### src/rtl/ifaceModePkg.sv
package ifaceModePkg;

  typedef enum logic [1:0] {
    MODE_EVAL = 2'd0,
    MODE_PCM  = 2'd1,
    MODE_GCI  = 2'd2
  } arbMode_t;

  typedef struct packed {
    logic pinActive;
    logic quietDone;
    logic longRelease;
  } arbStrobe_t;

endpackage

### src/rtl/ifaceSync2.sv
module ifaceSync2 #(
  parameter int WIDTH = 2
) (
  input  logic             clk,
  input  logic             rstN,
  input  logic [WIDTH-1:0] asyncIn,
  output logic [WIDTH-1:0] syncOut
);

  logic [WIDTH-1:0] stageA;

  always_ff @(posedge clk or negedge rstN) begin
    if (!rstN) begin
      stageA  <= '0;
      syncOut <= '0;
    end else begin
      stageA  <= asyncIn;
      syncOut <= stageA;
    end
  end

endmodule

### src/rtl/ifaceModeDatapath.sv
module ifaceModeDatapath
  import ifaceModePkg::*;
#(
  parameter int HOLD_EDGES  = 16,
  parameter int QUIET_TICKS = 2
) (
  input  logic       clk,
  input  logic       rstN,
  input  logic       csPg,
  input  logic       dclkS0,
  input  logic       frameTick,
  output arbStrobe_t strobe
);

  localparam int HOLD_W  = $clog2(HOLD_EDGES + 1);
  localparam int QUIET_W = $clog2(QUIET_TICKS + 1);
  localparam int SYNC_STAGES = 2;
  localparam int WARM_W  = $clog2(SYNC_STAGES + 2);
  localparam logic [WARM_W-1:0] WARM_DONE = WARM_W'(SYNC_STAGES + 1);

  logic [1:0] pinSync;
  logic csS, dclkS, csPrev, dclkPrev;
  logic [WARM_W-1:0]  warmCnt;
  logic [HOLD_W-1:0]  holdCnt;
  logic [QUIET_W-1:0] quietCnt;
  logic warm, dclkEdge, dclkRise, csRise, pinActive;

  ifaceSync2 #(.WIDTH(2)) uSync (
    .clk    (clk),
    .rstN   (rstN),
    .asyncIn({dclkS0, csPg}),
    .syncOut(pinSync)
  );

  assign csS   = pinSync[0];
  assign dclkS = pinSync[1];

  assign warm      = (warmCnt == WARM_DONE);
  assign dclkEdge  = warm & (dclkS ^ dclkPrev);
  assign dclkRise  = warm & dclkS & ~dclkPrev;
  assign csRise    = warm & csS & ~csPrev;
  assign pinActive = csS | dclkEdge;

  always_ff @(posedge clk or negedge rstN) begin
    if (!rstN) begin
      warmCnt  <= '0;
      csPrev   <= 1'b0;
      dclkPrev <= 1'b0;
    end else begin
      if (!warm) warmCnt <= warmCnt + 1'b1;
      csPrev   <= csS;
      dclkPrev <= dclkS;
    end
  end

  always_ff @(posedge clk or negedge rstN) begin
    if (!rstN) begin
      holdCnt <= '0;
    end else if (csS) begin
      holdCnt <= '0;
    end else if (dclkRise && holdCnt != HOLD_W'(HOLD_EDGES)) begin
      holdCnt <= holdCnt + 1'b1;
    end
  end

  always_ff @(posedge clk or negedge rstN) begin
    if (!rstN) begin
      quietCnt <= '0;
    end else if (pinActive) begin
      quietCnt <= '0;
    end else if (warm && frameTick && quietCnt != QUIET_W'(QUIET_TICKS)) begin
      quietCnt <= quietCnt + 1'b1;
    end
  end

  assign strobe.pinActive   = pinActive;
  assign strobe.quietDone   = (quietCnt == QUIET_W'(QUIET_TICKS));
  assign strobe.longRelease = csRise && (holdCnt == HOLD_W'(HOLD_EDGES));

  AST_HOLD_CLEAR: assert property (@(posedge clk) disable iff (!rstN)
    csS |=> (holdCnt == '0));
  AST_QUIET_RESTART: assert property (@(posedge clk) disable iff (!rstN)
    pinActive |=> (quietCnt == '0));

endmodule

### src/rtl/ifaceModeCtrl.sv
module ifaceModeCtrl
  import ifaceModePkg::*;
(
  input  logic       clk,
  input  logic       rstN,
  input  arbStrobe_t strobe,
  input  logic       cmdValid,
  output arbMode_t   modeState,
  output logic       resetReqReg,
  output logic       lockReg
);

  always_ff @(posedge clk or negedge rstN) begin
    if (!rstN) begin
      modeState   <= MODE_EVAL;
      lockReg     <= 1'b0;
      resetReqReg <= 1'b0;
    end else begin
      resetReqReg <= strobe.longRelease;
      if (strobe.longRelease) begin
        modeState <= MODE_EVAL;
        lockReg   <= 1'b0;
      end else begin
        unique case (modeState)
          MODE_EVAL: begin
            if (strobe.pinActive)      modeState <= MODE_PCM;
            else if (strobe.quietDone) modeState <= MODE_GCI;
          end
          MODE_PCM: begin
            if (!lockReg && !cmdValid && strobe.quietDone && !strobe.pinActive)
              modeState <= MODE_GCI;
          end
          MODE_GCI: begin
            if (strobe.pinActive) modeState <= MODE_PCM;
          end
          default: modeState <= MODE_EVAL;
        endcase
        if (modeState == MODE_PCM && cmdValid) lockReg <= 1'b1;
      end
    end
  end

  AST_LOCK_NO_GCI: assert property (@(posedge clk) disable iff (!rstN)
    lockReg |-> (modeState != MODE_GCI));
  AST_GCI_EXIT: assert property (@(posedge clk) disable iff (!rstN)
    (modeState == MODE_GCI && strobe.pinActive && !strobe.longRelease)
      |=> (modeState == MODE_PCM));
  AST_RESET_PULSE: assert property (@(posedge clk) disable iff (!rstN)
    resetReqReg |=> !resetReqReg);
  AST_RESET_UNLOCK: assert property (@(posedge clk) disable iff (!rstN)
    resetReqReg |-> (!lockReg && modeState == MODE_EVAL));

endmodule

### src/rtl/ifaceModeArb.sv
module ifaceModeArb
  import ifaceModePkg::*;
#(
  parameter int HOLD_EDGES  = 16,
  parameter int QUIET_TICKS = 2
) (
  input  logic       clk,
  input  logic       rstN,
  input  logic       csPg,
  input  logic       dclkS0,
  input  logic       cmdValid,
  input  logic       frameTick,
  output logic [1:0] mode,
  output logic       resetReq,
  output logic       gciLocked
);

  arbStrobe_t strobe;
  arbMode_t   modeState;

  ifaceModeDatapath #(
    .HOLD_EDGES (HOLD_EDGES),
    .QUIET_TICKS(QUIET_TICKS)
  ) uDp (
    .clk      (clk),
    .rstN     (rstN),
    .csPg     (csPg),
    .dclkS0   (dclkS0),
    .frameTick(frameTick),
    .strobe   (strobe)
  );

  ifaceModeCtrl uCtrl (
    .clk        (clk),
    .rstN       (rstN),
    .strobe     (strobe),
    .cmdValid   (cmdValid),
    .modeState  (modeState),
    .resetReqReg(resetReq),
    .lockReg    (gciLocked)
  );

  assign mode = modeState;

endmodule

### config.mk
export PLATFORM = sky130hd
export DESIGN_NAME = ifaceModeArb
export DESIGN_NICKNAME = d
export VERILOG_FILES = /design/src/rtl/ifaceModePkg.sv /design/src/rtl/ifaceSync2.sv /design/src/rtl/ifaceModeDatapath.sv /design/src/rtl/ifaceModeCtrl.sv /design/src/rtl/ifaceModeArb.sv
export SDC_FILE = /design/constraint.sdc
export NUM_CORES = 1
export LEC_CHECK = 0
export ABC_CLOCK_PERIOD_IN_PS = 2150
export BUFFER_PORTS_ARGS = -buffer_cell sky130_fd_sc_hd__buf_4
export CAP_MARGIN = 20
export CORE_MARGIN = 4
export CORE_UTILIZATION = 59
export DETAILED_ROUTE_END_ITERATION = 16
export HOLD_SLACK_MARGIN = 0.1
export PLACE_DENSITY = 0.84
export RECOVER_POWER = 50
export SLEW_MARGIN = 10
export SYNTH_ARGS = -nofsm -noshare
export SYNTH_HDL_FRONTEND = slang
export SYNTH_SLANG_ARGS = --single-unit
### constraint.sdc
create_clock -name clk -period 2.15 [get_ports clk]
set_input_delay 0.43 -clock clk [delete_from_list [all_inputs] [get_ports clk]]
set_output_delay 0.43 -clock clk [all_outputs]
set_load 0.02 [all_outputs]
==> summary.md <==
| Metric | Value |
|---|---|
| Number of optimization iterations in the first detailed-route pass | `2` |
| Total die area | `2140 um^2` |
| Total CTS buffers | `3` |
| Area Overhead vs Synth | `12.0%` |
| Starting Density | `64.9%` |
| Pin count of the biggest net entering global routing | `20` |
| Data required time of the worst path | `2330 ps` |
| Final Wtd Congestion | `0.677` |
| Area of the mapped netlist | `866 um^2` |
| Final Max Slew Viols | `0` |
| Crit Path Class | `flip-flop to flip-flop` |
| Clock tree skew after final layout | `2.71 ps` |
| Type of the tightest min-delay check | `primary input to flip-flop` |
| Share of total power in the clock network | `29.1%` |
| Die Height | `46.3 um` |
| Arrival time at the worst endpoint | `1740 ps` |
| Layout cells sized above 1 | `24.4%` |
| Number of vias per cell after detailed routing | `5.26` |
| Latest clock arrival within the worst-skew pair | `280 ps` |
| Met1 Track Usage GR | `19.7%` |
| Stages on worst setup path | `4` |
| Gate power share | `7.1%` |
| First-pass GRT wire length | `2260 um` |
| Number of top-level pins | `10` |
| Detailed router's first-iteration violation count | `6` |
| Post-synth EDFFs | `0` |
| Clock root buffer master | `sky130_fd_sc_hd__clkbuf_4` |
| Sw Share | `22.6%` |
| Cell internal pwr | `457 uW` |
| Cells along the critical path | `ha_1 -> and4b_4 -> nand3_2 -> mux2_4` |
| Busiest metal layer after global routing | `met2` |
| Clock Sinks | `19` |
| Delay-heaviest family, CP | `adder cells` |
| Critical path buffer and inverter count | `0` |
| Largest vdd supply drop | `473 uV` |
| Ys flop type | `sky130_fd_sc_hd__dfrtp_1` |
| Detailed-route wire length per cell | `13.3 um` |
| Antenna violations before repair | `0` |
| Synth Net Count | `80` |
| Number of fill cells in the layout | `100` |
| Run status | `finished clean` |
| Max Fanout on Critical Path | `8` |
| Yosys reg bits | `19` |
| Count of endpoints failing hold in the final timing report | `0` |
| Top area cells in the synthesized netlist | `sky130_fd_sc_hd__dfrtp_1, sky130_fd_sc_hd__ha_1, sky130_fd_sc_hd__inv_1` |
| Most frequent cells after synthesis | `sky130_fd_sc_hd__dfrtp_1, sky130_fd_sc_hd__inv_1, sky130_fd_sc_hd__nor2_1` |
| YS warnings | `0` |
| Final critical path time including I/O delays and setup | `1560 ps` |
| Overall via count from detail_route | `510` |
| Met3 track demand over resource | `2.34%` |
| DRC | `0` |
| Max-capacitance violation count | `0` |
| Net Sw Power | `133 uW` |
| Worst reg2reg setup slack | `590 ps` |
| Gate count of the mapped netlist | `70` |
| Slowest library cell on the worst path | `sky130_fd_sc_hd__ha_1` |
| Leakage power | `0.000436 uW` |
| Sequential area share after synthesis | `54.9%` |
| Post-route setup TNS | `0 ps` |
| Die span in x | `46.3 um` |
| Row count | `13` |
| Part of the cycle the worst path needs | `72.6%` |
| Power per Cell Area | `608 nW/um^2` |
| Cell type with the largest total area after synthesis | `sky130_fd_sc_hd__dfrtp_1` |
| Slew Limit Headroom | `36.0%` |
| Port Buffers | `9` |
| Final-stage net count | `93` |
| Grt ovf | `0` |
| RSZ-0062 raised after global routing | `no` |
| Standard cell core area | `1330 um^2` |
| Met2 track utilization from global routing | `24.5%` |
| CTS tree | `built` |
| Sequential share of power | `63.7%` |
| Cell count of the worst hold path | `1` |
| Maximum frequency from static timing analysis | `0.641 GHz` |
| Clock-pin slew reported for the worst setup and hold paths after clock tree synthesis | `100 ps` |
| Worst hold slack after final layout | `268 ps` |
| Number of inserted diodes | `0` |
| Bufs on Longest Clock Path | `2` |
| Via count of the first global-routing pass | `538` |
| Number of H-tree levels | `1` |
| Final total power | `590 uW` |
| Worst Reg-to-Reg Cells | `4` |
| Unique masters post-synth | `29` |
| Async set-reset flop share out of synthesis | `100%` |
| Detail Placement HPWL | `1010 um` |
| Post-layout util | `72.7%` |
| Routed wire length | `1290 um` |
| Share of the synthesized area in the top cell type | `54.9%` |
| Number of antenna-violating nets in the routed design | `0` |
| Slew @ Worst Pin | `960 ps` |
| Worst setup SP type | `flip-flop` |
| Worst Setup End Kind | `flip-flop` |
| GRT Util Overall | `15.2%` |
| Most common cell in the netlist | `sky130_fd_sc_hd__dfrtp_1` |
| Setup-violating endpoint count in the final report | `0` |
| Delay of the slowest critical-path stage | `390 ps` |
| Syn avg cell area | `12.4 um^2` |
cells by family (layout without fill, tap and decap cells):
group / Yosys count / in the layout / synth area share, %
and+or+nand+nor: 22 / 22 / 18.2
DFF: 19 / 19 / 54.9
AOI/OAI and AO/OA: 9 / 9 / 6.94
buffers and inverters: 8 / 20 / 4.48
muxes: 5 / 5 / 6.65
adders and majority gates: 4 / 4 / 5.78
xor gates and xnor gates: 3 / 3 / 3.04
final cells by class:
cell class	count	area (um^2)	share of cell area, %
Multi-Input combinational cell	43	352	36.3
Clock buffer	3	22.5	2.32
Tap cell	15	18.8	1.94
Timing Repair Buffer	10	73.8	7.61
Sequential cell	19	475	49.0
Inverter	6	22.5	2.32
Clock inverter	1	5.00	0.516
flip-flops by register name, summed over array words and instances, names as in the netlist, 2 cells and up:
| signal | cells |
|---|---|
| uCtrl.modeState | 2 |
| uDp.quietCnt | 2 |
| uDp.holdCnt | 5 |
| uDp.uSync.syncOut | 2 |
| uDp.warmCnt | 2 |
| uDp.uSync.stageA | 2 |
layer usage:
layer | wire length, um | share of wire, %
met1 | 613 | 48
met2 | 613 | 48
met3 | 50 | 3.9
met4 | 12 | 0.93
met5 | 0 | 0
worst reg2reg max path: cells and delay by family (launching register included):
kind	cells	cell delay (ps)
AND/OR/NAND/NOR	2	380
adder cells (fa/ha/maj)	1	390
flip-flops	1	380
multiplexers	1	300
placed cells by master (no fill, tap or decap), types with 2 or more instances in the layout:
| cell | n |
|---|---|
| sky130_fd_sc_hd__mux2_2 | 2 |
| sky130_fd_sc_hd__nand3b_1 | 2 |
| sky130_fd_sc_hd__clkbuf_4 | 5 |
| sky130_fd_sc_hd__a221oi_1 | 2 |
| sky130_fd_sc_hd__ha_1 | 4 |
| sky130_fd_sc_hd__inv_1 | 6 |
| sky130_fd_sc_hd__a21oi_1 | 3 |
| sky130_fd_sc_hd__xnor2_1 | 2 |
| sky130_fd_sc_hd__buf_4 | 6 |
| sky130_fd_sc_hd__or3_1 | 2 |
| sky130_fd_sc_hd__nand2b_1 | 3 |
| sky130_fd_sc_hd__nor2_1 | 6 |
| sky130_fd_sc_hd__dfrtp_1 | 19 |
| sky130_fd_sc_hd__mux2i_1 | 2 |
metrics by stage:
| stage | area, um^2 | instances | setup slack, ps |
|---|---|---|---|
| finish | 970 | 97 | 589 |
| global route | 970 | 97 | 516 |
| CTS | 973 | 97 | 591 |
| detailed placement | 936 | 92 | 604 |
| global placement | 936 | 92 | 668 |
| floorplan | 866 | 70 | 762 |
worst paths after layout:
kind                                               start                        endpoint
max                           uDp.warmCnt[0]$_DFFE_PN0P_      uDp.holdCnt[4]$_DFFE_PN0P_
min                                               dclkS0   uDp.uSync.stageA[1]$_DFF_PN0_
max reg2reg                   uDp.warmCnt[0]$_DFFE_PN0P_      uDp.holdCnt[4]$_DFFE_PN0P_
min reg2reg                uDp.uSync.stageA[1]$_DFF_PN0_  uDp.uSync.syncOut[1]$_DFF_PN0_
max in group asynchronous                           rstN  uDp.uSync.syncOut[1]$_DFF_PN0_
min in group asynchronous                           rstN     uCtrl.resetReqReg$_DFF_PN0_
power by group through the flow:
stage / registers (uW) / clock network [uW] / logic [uW]
2_1_floorplan: 379 / 0 / 27.1
3_3_place_gp: 382 / 0 / 41.1
3_5_place_dp: 383 / 0 / 42.6
4_1_cts: 376 / 178 / 44.1
5_1_grt: 378 / 191 / 47.8
6_report: 376 / 172 / 42.0
timing repair:
action / CTS / global route
endpoints found under the hold margin: 19 / 0
gates resized for setup: 0 / 0
buffers inserted: 0 / 0
hold buffers: 1 / 0
(Power assumes the default switching activity.)
